[config.mk]
export PLATFORM = sky130hd
export DESIGN_NAME = qspi_frame_seq
export DESIGN_NICKNAME = d
export VERILOG_FILES = /design/src/rtl/qspi_frame_seq.sv
export SDC_FILE = /design/constraint.sdc
export NUM_CORES = 1
export LEC_CHECK = 0
export BUFFER_PORTS_ARGS = -buffer_cell sky130_fd_sc_hd__buf_4
export CAP_MARGIN = 20
export CORE_ASPECT_RATIO = 0.5
export CORE_MARGIN = 10
export CORE_UTILIZATION = 35
export CTS_BUF_LIST = sky130_fd_sc_hd__clkbuf_8
export DETAILED_ROUTE_END_ITERATION = 16
export PLACE_DENSITY_LB_ADDON = 0.2
export RECOVER_POWER = 50
export SLEW_MARGIN = 10
export SYNTH_ARGS = -nofsm -noshare
export SYNTH_HDL_FRONTEND = slang
export SYNTH_SLANG_ARGS = --single-unit
[constraint.sdc]
create_clock -name clk -period 11.34 [get_ports clk]
set_input_delay 2.268 -clock clk [delete_from_list [all_inputs] [get_ports clk]]
set_output_delay 2.268 -clock clk [all_outputs]
set_load 0.05 [all_outputs]
[src/rtl/qspi_frame_seq.sv]
module qspi_frame_seq (
  input  logic        clk,
  input  logic        rst_n,
  input  logic        start,
  input  logic [31:0] frame_cfg,
  input  logic [31:0] inst_word,
  input  logic [31:0] addr_word,
  input  logic        rd_frame,
  input  logic [7:0]  tx_data,
  input  logic        tx_valid,
  output logic        tx_ready,
  output logic [7:0]  rx_data,
  output logic        rx_valid,
  input  logic        last_xfer,
  input  logic        status_rd,
  output logic [10:0] status,
  output logic        cmd_done,
  output logic        sck,
  output logic        cs_n,
  output logic [3:0]  io_out,
  output logic [3:0]  io_oe,
  input  logic [3:0]  io_in
);

  typedef enum logic [2:0] {
    S_IDLE, S_INST, S_ADDR, S_OPT, S_DUM, S_GAP, S_DATA, S_END
  } st_t;

  st_t         st, tgt;
  logic [31:0] cfg_q, ins_q, adr_q, cf, ins, adr;
  logic        rd_q, sck_q, cs_q, lp_q, ie_q, cr_q, rxv_q;
  logic [31:0] sh, ld_sh;
  logic [5:0]  rem, ld_rem, optl;
  logic [7:0]  rx_sh, rxd_q;
  logic [2:0]  n;
  logic        lp, drive;

  function automatic st_t after(input st_t p, input logic [31:0] c);
    if (p < S_INST && c[4]) return S_INST;
    if (p < S_ADDR && c[5]) return S_ADDR;
    if (p < S_OPT && c[6]) return S_OPT;
    if (p < S_DUM && c[20:16] != 5'd0) return S_DUM;
    if (p < S_GAP && c[7]) return S_GAP;
    return S_END;
  endfunction

  function automatic logic [2:0] lanes_of(input st_t p, input logic [2:0] m);
    logic [2:0] lc, la, ld;
    lc = (m == 3'd5) ? 3'd2 : (m == 3'd6) ? 3'd4 : 3'd1;
    la = (m == 3'd3 || m == 3'd5) ? 3'd2 : (m == 3'd4 || m == 3'd6) ? 3'd4 : 3'd1;
    ld = (m == 3'd1 || m == 3'd3 || m == 3'd5) ? 3'd2 :
         (m == 3'd2 || m == 3'd4 || m == 3'd6) ? 3'd4 : 3'd1;
    case (p)
      S_INST:         return lc;
      S_ADDR, S_OPT:  return la;
      S_DATA:         return ld;
      default:        return 3'd1;
    endcase
  endfunction

  assign cf  = (st == S_IDLE) ? frame_cfg : cfg_q;
  assign ins = (st == S_IDLE) ? inst_word : ins_q;
  assign adr = (st == S_IDLE) ? addr_word : adr_q;
  assign n   = lanes_of(st, cfg_q[2:0]);
  assign tgt = after(st, cf);
  assign optl = 6'd1 << cf[9:8];

  always_comb begin
    ld_sh  = 32'd0;
    ld_rem = 6'd0;
    case (tgt)
      S_INST: begin ld_sh = {ins[7:0], 24'd0}; ld_rem = 6'd8; end
      S_ADDR: begin
        ld_sh  = cf[10] ? adr : {adr[23:0], 8'd0};
        ld_rem = cf[10] ? 6'd32 : 6'd24;
      end
      S_OPT:  begin ld_sh = {ins[23:16], 24'd0} << (6'd8 - optl); ld_rem = optl; end
      S_DUM:  ld_rem = {1'b0, cf[20:16]};
      default: ;
    endcase
  end

  assign lp       = lp_q | last_xfer;
  assign tx_ready = (st == S_GAP) && !lp && !rd_q;
  assign drive    = (st == S_INST) || (st == S_ADDR) || (st == S_OPT) ||
                    (st == S_DATA && !rd_q);
  assign io_oe    = !drive ? 4'b0000 : (n == 3'd4) ? 4'b1111 :
                    (n == 3'd2) ? 4'b0011 : 4'b0001;
  assign io_out   = io_oe & ((n == 3'd4) ? sh[31:28] :
                    (n == 3'd2) ? {2'b00, sh[31:30]} : {3'b000, sh[31]});
  assign sck      = sck_q;
  assign cs_n     = !cs_q;
  assign rx_data  = rxd_q;
  assign rx_valid = rxv_q;
  assign status   = {ie_q, 1'b0, cr_q, 8'd0};
  assign cmd_done = ie_q & cr_q;

  always_ff @(posedge clk or negedge rst_n) begin
    if (!rst_n) begin
      st <= S_IDLE;
      cfg_q <= '0; ins_q <= '0; adr_q <= '0; rd_q <= 1'b0;
      sh <= '0; rem <= '0; rx_sh <= '0; rxd_q <= '0;
      sck_q <= 1'b0; cs_q <= 1'b0; lp_q <= 1'b0;
      ie_q <= 1'b0; cr_q <= 1'b0; rxv_q <= 1'b0;
    end else begin
      rxv_q <= 1'b0;
      if (status_rd) begin
        ie_q <= 1'b0;
        cr_q <= 1'b0;
      end
      if (last_xfer && st != S_IDLE) lp_q <= 1'b1;
      case (st)
        S_IDLE: if (start) begin
          cfg_q <= frame_cfg; ins_q <= inst_word; adr_q <= addr_word;
          rd_q <= rd_frame;
          cs_q <= 1'b1;
          st <= tgt; sh <= ld_sh; rem <= ld_rem;
          if (tgt == S_GAP || tgt == S_END) ie_q <= 1'b1;
        end
        S_INST, S_ADDR, S_OPT, S_DUM, S_DATA: begin
          if (!sck_q) begin
            sck_q <= 1'b1;
            if (st == S_DATA && rd_q)
              rx_sh <= (n == 3'd4) ? {rx_sh[3:0], io_in} :
                       (n == 3'd2) ? {rx_sh[5:0], io_in[1:0]} : {rx_sh[6:0], io_in[1]};
          end else begin
            sck_q <= 1'b0;
            if (rem > {3'd0, n}) begin
              sh  <= sh << n;
              rem <= rem - {3'd0, n};
            end else if (st == S_DATA) begin
              st <= S_GAP;
              if (rd_q) begin
                rxd_q <= rx_sh;
                rxv_q <= 1'b1;
              end
            end else begin
              st <= tgt; sh <= ld_sh; rem <= ld_rem;
              if (tgt == S_GAP || tgt == S_END) ie_q <= 1'b1;
            end
          end
        end
        S_GAP: begin
          if (lp) st <= S_END;
          else if (rd_q) begin
            st <= S_DATA; rem <= 6'd8;
          end else if (tx_valid) begin
            st <= S_DATA; rem <= 6'd8; sh <= {tx_data, 24'd0};
          end
        end
        default: begin
          cs_q <= 1'b0;
          cr_q <= 1'b1;
          lp_q <= 1'b0;
          st <= S_IDLE;
        end
      endcase
    end
  end

endmodule

==> results of run 1 <==
==> registers in the layout (all words and copies together) (netlist names), 3 cells and up <==
signal and cells:
adr_q 32, cfg_q 14, ins_q 8, rem 6
rx_data 8, rx_sh 8, sh 32, st 3
==> routing by layer <==
layer,GRT usage,vias up,part of all wire
li1,-,3492,-
met1,0.253,3636,0.48
met2,0.253,301,0.42
met3,0.0526,28,0.082
met4,0.0547,0,0.015
met5,0,-,0
==> worst max-delay path by stage <==
| stage | from | endpoint | cells after the start |
|---|---|---|---|
| floorplan | last_xfer | tx_ready | 1 |
| global placement | cfg_q[0] | sh[20] | 15 |
| detailed placement | cfg_q[0] | sh[20] | 15 |
| CTS | cfg_q[0] | sh[20] | 15 |
| global route | st[0] | io_out[0] | 11 |
| finish | st[0] | io_out[0] | 11 |
==> worst reg2reg max path: cells and delay by family (launching register included) <==
kind / cells / cell delay [ps]
flops: 1 / 350
simple gates: 4 / 1530
fa+ha+maj: 1 / 620
compound gates: 5 / 1730
buf+inv: 5 / 2710
==> area by class of cell <==
type / instances / area (µm²) / share of cell area
multi-input combinational: 699 / 4740 / 0.506
timing repair buffer: 122 / 852 / 0.0910
clock buffer: 19 / 262 / 0.0279
sequential: 118 / 2950 / 0.315
inverter: 15 / 56.3 / 0.00601
tap: 307 / 384 / 0.0410
clock inverter: 13 / 118 / 0.0126
==> stage by stage <==
step           total power, µW  std cells
6_report                  3270       1293
5_1_grt                   3500       1293
4_1_cts                   3250       1293
3_5_place_dp              2860       1261
3_3_place_gp              2830       1261
2_1_floorplan             2340        919
==> cell families (layout without fill, tap and decap cells) <==
| group | count (synthesis) | after routing | synth area share |
|---|---|---|---|
| adders and majority gates | 4 | 4 | 0.00702 |
| other | 1 | 9 | 0.000457 |
| buffers and inverters | 102 | 169 | 0.0658 |
| muxes | 126 | 126 | 0.166 |
| AOI/OAI and AO/OA | 255 | 255 | 0.220 |
| and+or+nand+nor | 302 | 302 | 0.178 |
| DFF | 118 | 118 | 0.360 |
| xor gates and xnor gates | 3 | 3 | 0.00320 |
==> power groups by stage <==
stage | Clock, µW | Sequential (µW) | Combinational, µW
4_1_cts | 392 | 814 | 2040
3_5_place_dp | 0 | 822 | 2030
2_1_floorplan | 0 | 772 | 1570
5_1_grt | 412 | 847 | 2240
3_3_place_gp | 0 | 814 | 2020
6_report | 388 | 818 | 2070
==> cell usage in the layout, fill, tap and decap left out, drive strengths merged, types with 10 or more instances in the layout <==
cell    netlist  layout
o31ai        10      10
nor2b        12      12
nand2       108     108
inv          14      19
buf          62     105
a31oi        26      26
mux2         76      76
nor3         28      28
o21ai        42      42
clkbuf       25      36
o22ai        11      11
a21oi        61      61
nor2         79      79
o211ai       14      14
mux2i        50      50
a211oi       21      21
dfrtp       118     118
and3         10      10
nand3        17      17
==> results by group, run 1 <==
Timing
  • Tightest Pin Transition: roughly 3300 ps
  • Tmin final: ~7900 ps
  • Period utilisation layout: 0.697
  • RSZ-0062 raised after global routing: false
  • Final setup violation count: 0
  • Rel. slew slack: -1.17
  • Worst clock skew: 20.4 ps
  • Final setup margin: 3440 ps
  • Setup TNS: 0 ps
  • Fmax: approximately 130 MHz
  • Hold WS: 478 ps
  • Final Slew Violations: 242
  • Final hold viol count: 0

Synthesis
  • Synthesized area: roughly 8200 µm²
  • Synth async-reset ratio: 1.00
  • Synth cell count leaders: 118 x dfrtp_1, 107 x nand2_1, 77 x nor2_1
  • Syn avg cell area: roughly 9.0 µm²
  • Synth cell types: 85
  • Synthesis Warnings: 0
  • Top-area cell type share of the netlist area: 0.360
  • Number of synthesized register bits: 118
  • Cell taking the most area after synthesis: dfrtp_1
  • EDFF count, synth: 0
  • Top cells by area, synth: dfrtp_1 36%, mux2_2 10%, mux2i_1 6.1%, nand2_1 4.9%, a21oi_1 3.6%
  • Gate Count Post-Synth: 911
  • Top FF cell, synth: dfrtp_1
  • Count leader, synth: dfrtp_1
  • Sequential area share after synthesis: 0.360

Die
  • Core area: 22,900 µm²
  • Die Height: between 100 and 150 µm
  • Cell Rows: 39
  • I/O pin count: 147
  • Die area: 30,300 µm²
  • Initial Utilization: 0.358
  • Die Wd: 236 µm

Setup path
  • CP delay by family, top: buffers and inverters
  • Buf/Inv on CP: 5
  • Worst reg2reg path endpoint: sh[20]
  • CP max FO: 51
  • Max incr delay on CP: 1750 ps
  • Cell repeated most along the worst path: clkbuf_1
  • Slowest CP cell: clkbuf_1
  • Crit path cell chain: clkbuf_1 > a22o_1 > nor4b_4 > clkbuf_1 > inv_1 > clkbuf_1 > nand2_1 > a21oi_1 > a21oi_1 > nor2_1 > buf_4
  • WP data arrival: 5630 ps
  • Worst R2R Start: st[0]
  • Worst reg2reg path depth: 15
  • CP Capture Type: output port
  • Setup slack, reg-to-reg: 4290 ps
  • Crit path kind: register to output port
  • Critical path startpoint category: register
  • WP data required: 9070 ps

Status
  • Failing checks: max-capacitance violations, max-slew violations
  • Status: finished, violations left

CTS
  • CTS Buf Count: 17
  • H-tree levels: 4
  • Root buf cell: clkbuf_8
  • CTS Buffer Depth: 2
  • Cts hold-fix bufs: 0
  • Clock Pin Slew Worst Setup and Hold Paths: 70 ps
  • # Post-CTS Setup Buffers: 0
  • CTS tree: built
  • Total clock sinks: 118
  • Clk Latency, worst-skew pair: 470 ps
  • CTS resizes: 0

Hold path
  • Hold Path Sink: rx_data[0]
  • Hold Path Depth: 2
  • Min-Delay Path Class: register to register
  • HP Start: rx_data[0]

GRT
  • Initial antenna violation count: 0
  • Pin count of the biggest net entering global routing: 64
  • Total GRT Usage: 0.178
  • Vias in the first global route: between 7,000 and 8,000
  • First-pass GRT wire length: 42.7 mm
  • Congestion Overflow GR: 0

Pwr
  • Peak supply drop: 0.199 mV
  • Net Sw Frac: 0.509
  • Reg power frac: 0.250
  • P_leak: 0.00399 µW
  • Sw Pwr: approximately 1700 µW
  • Int Power: between 1500 and 2000 µW
  • Clock share of power: 0.119
  • Pwr/cell area: 349 nW/µm²
  • Logic pwr share: 0.632

Drt
  • Via density per instance: between 5 and 6
  • Final ANT Viol Nets: 0
  • 1st-iter DRT viols: 803
  • Detailed Route WL: ~28 mm
  • Pre-Repair DR Iteration Count: 5
  • Via count: 7,457
  • Avg WL per Cell: 21.5 µm
  • Residual DRC: 0

Place
  • Dpl ws: 6010 ps
  • Dpl cell area: between 9000 and 10,000 µm²
  • Port Buffers: 104
  • Gp weighted congestion: 0.903
  • Hpwl dp: 19.9 mm

Finish
  • Ratio of cells with drive above 1 in the final layout: 0.239
  • NumNets Final: 1,092
  • Fill count: around 2,300
  • Layout overhead on the synthesized area: 14.2%
  • Antenna diodes: 0
  • Final core occ: 0.408
  • Finished Cell Area: 9360 µm²

Flow run
  • MaxCap Viol Count: 5
(Power assumes the default switching activity.)
==> inputs of run 2 (changes only) <==
--- a/config.mk
+++ b/config.mk
@@ -5,6 +5,7 @@
 export SDC_FILE = /design/constraint.sdc
 export NUM_CORES = 1
 export LEC_CHECK = 0
+export ABC_AREA = 1
 export BUFFER_PORTS_ARGS = -buffer_cell sky130_fd_sc_hd__buf_4
 export CAP_MARGIN = 20
 export CORE_ASPECT_RATIO = 0.5
==> constraint.sdc (replaced) <==
create_clock -name clk -period 7.1 [get_ports clk]
set_input_delay 1.42 -clock clk [delete_from_list [all_inputs] [get_ports clk]]
set_output_delay 1.42 -clock clk [all_outputs]
set_load 0.05 [all_outputs]
==> run 2 against run 1 <==
The run still ends with max-capacitance violations, max-slew violations left. Largest cell class unchanged. Count of clock-buffer cells in the layout unchanged. Sequential share of layout area decreased by 1.4 points. Setup slack got worse by 1300 ps. Highest routed layer unchanged.
==> results by group, run 2 <==
Synthesis
  • Syn avg cell area: 6.48 µm²
  • Cell taking the most area after synthesis: dfrtp_1
  • Multiplexer area fraction after synthesis: 0.00115
  • Synthesized area: 8670 µm²
  • Combinational family with the most area after synthesis: simple AND/OR/NAND/NOR gates
  • Synth async-reset ratio: 1.00
  • Fraction of synthesized cell area in xor and xnor cells: 0.00101
  • Top-area cell type share of the netlist area: 0.341
  • Synth Area in Simple Gates: 0.334
  • Gate Count Post-Synth: 1,339
  • Sequential area share after synthesis: 0.341
  • Count leader, synth: nand2_1
  • Top FF cell, synth: dfrtp_1
  • Synthesis Warnings: 0
  • Synth Area in Compound Gates: 0.170
  • Top cells by area, synth: dfrtp_1 34%, nand2_1 18%, inv_1 8.3%, o21ai_0 7.8%, nand3_1 6.9%
  • Adder-cell share of the synthesized area: 0.00664
  • Synth cell count leaders: 426 x nand2_1, 192 x inv_1, 136 x o21ai_0
  • EDFF count, synth: 0
  • Synth cell types: 48
  • Number of synthesized register bits: 118

Place
  • Port Buffers: 104
  • Gp weighted congestion: 0.900
  • Dpl cell area: 9520 µm²
  • Hpwl dp: 19.6 mm
  • Dpl ws: around 2800 ps

Drt
  • Avg WL per Cell: 15.4 µm
  • Via count: about 8,600
  • 1st-iter DRT viols: just under 800
  • Detailed Route WL: 26.9 mm
  • Residual DRC: 0
  • Via density per instance: roughly 4.9
  • Final ANT Viol Nets: 0
  • Pre-Repair DR Iteration Count: 6

Die
  • Cell Rows: 40
  • I/O pin count: between 100 and 150
  • Die area: 31,900 µm²
  • Initial Utilization: 0.359
  • Core area: 24,200 µm²
  • Die Wd: 243 µm
  • Die Height: 131 µm

CTS
  • Clock Pin Slew Worst Setup and Hold Paths: 80 ps
  • Cts hold-fix bufs: 0
  • CTS resizes: 0
  • Total clock sinks: 118
  • Root buf cell: clkbuf_8
  • H-tree levels: 4
  • CTS Buffer Depth: 2
  • Clk Latency, worst-skew pair: 460 ps
  • CTS tree: built
  • # Post-CTS Setup Buffers: 0
  • CTS Buf Count: 17

Setup path
  • CP Capture Type: async pin
  • Critical Path Start: rst_n
  • WP data arrival: 5190 ps
  • Crit path cell chain: clkbuf_1 > clkbuf_2
  • Worst R2R Start: st[1]
  • Slowest CP cell: clkbuf_1
  • Max incr delay on CP: between 2000 and 2500 ps
  • CP max FO: 64
  • WP data required: 7360 ps
  • Crit path kind: input pin to async pin
  • Critical path startpoint category: input pin
  • CP delay by family, top: buffers and inverters
  • Setup slack, reg-to-reg: 2210 ps
  • Buf/Inv on CP: 2

Finish
  • Most frequent cells in the layout: 428 x nand2_1, 197 x inv_1, 136 x o21ai_0, 120 x nand3_1, 118 x dfrtp_1
  • Largest regs: adr_q (32), sh (32), cfg_q (14)
  • Ratio of cells with drive above 1 in the final layout: 0.122
  • Layout overhead on the synthesized area: 13.1%
  • Antenna diodes: 0
  • NumNets Final: 1,516
  • Finished Cell Area: 9810 µm²
  • Commonest non-fill, non-tap cell in the layout: nand2_1

Timing
  • Rel. slew slack: -1.07
  • Setup TNS: 0 ps
  • Final setup violation count: 0
  • Tightest Pin Transition: 3110 ps
  • Period utilisation layout: 0.695
  • Tmin final: 4930 ps
  • Fmax: roughly 200 MHz
  • Final hold viol count: 0
  • Final Slew Violations: 177
  • RSZ-0062 raised after global routing: false
  • Worst clock skew: 14.5 ps
  • Final setup margin: around 2200 ps

Status
  • Failing checks: max-capacitance violations, max-slew violations
  • Status: finished, violations left

GRT
  • Total GRT Usage: 0.166
  • Congestion Overflow GR: 0
  • First-pass GRT wire length: between 40 and 50 mm
  • Vias in the first global route: 8,293
  • Pin count of the biggest net entering global routing: 85
  • Initial antenna violation count: 0

Hold path
  • HP Start: cfg_q[10]
  • Min-Delay Path Class: register to register

Flow run
  • MaxCap Viol Count: 3
==> run 2: changes by cell type after synthesis, moves of 12 or more <==
cell and change:
inv_1 +181, a21oi_1 -29, o21ai_0 +100, a31oi_1 -19
nor2b_1 -12, o211ai_1 +12, nor2_1 -25, a211oi_1 -20
mux2_2 -75, mux2i_1 -49, nor3_1 -21, nand3_1 +103
nand2_1 +319, nand4_1 +24
==> run 2: path summary, 6_finish.rpt <==
path | cells after the start | endpoint
setup / recovery | 2 | sh[24]
hold / removal | 2 | cfg_q[10]
setup reg to reg | 15 | sh[29]
hold reg to reg | 2 | cfg_q[10]
max in group clk | 15 | sh[29]
min in group asynchronous | 1 | ins_q[18]
==> run 2: cell type report <==
type | count | area (µm²)
repair buffers | 115 | 812
clock buffers | 19 | 262
multi-input cells | 937 | 4460
fillers | 2616 | 14400
flip-flops and latches | 118 | 2950
well taps | 336 | 420
clock inverters | 13 | 118
inverters | 208 | 786
==> run 2: metrics by stage <==
step / hold WS [ps] / cells / utilization
final: 477 / 1746 / 0.406
after global placement: 447 / 1714 / 0.394
after global routing: 506 / 1746 / 0.406
after detailed placement: 461 / 1714 / 0.394
after floorplan: 434 / 1347 / -
after CTS: 481 / 1746 / 0.409
==> run 2: routing by layer <==
metal  part of all wire  up-vias  track usage
met3              0.062       28       0.0368
met2               0.43      233        0.250
met5                  0        -            0
li1                   -     4375            -
met1               0.49     3965        0.238
met4              0.011        0       0.0352
==> run 2: worst reg2reg max path, delay by kind of cell, from the launching register on <==
family / cells / cell delay [ps]
flops: 1 / 460
simple gates: 9 / 2400
buf+inv: 4 / 1650
compound gates: 2 / 280
==> run 2: cells by family after synthesis <==
family                     Yosys count
buffers and inverters              292
muxes                                1
other                                1
DFF                                118
xor gates and xnor gates             1
AOI/OAI and AO/OA                  252
and+or+nand+nor                    670
adders and majority gates            4
Power of run 2 is not shown: default switching activity piles up to over one toggle a cycle in this logic, so the estimate is an artifact.
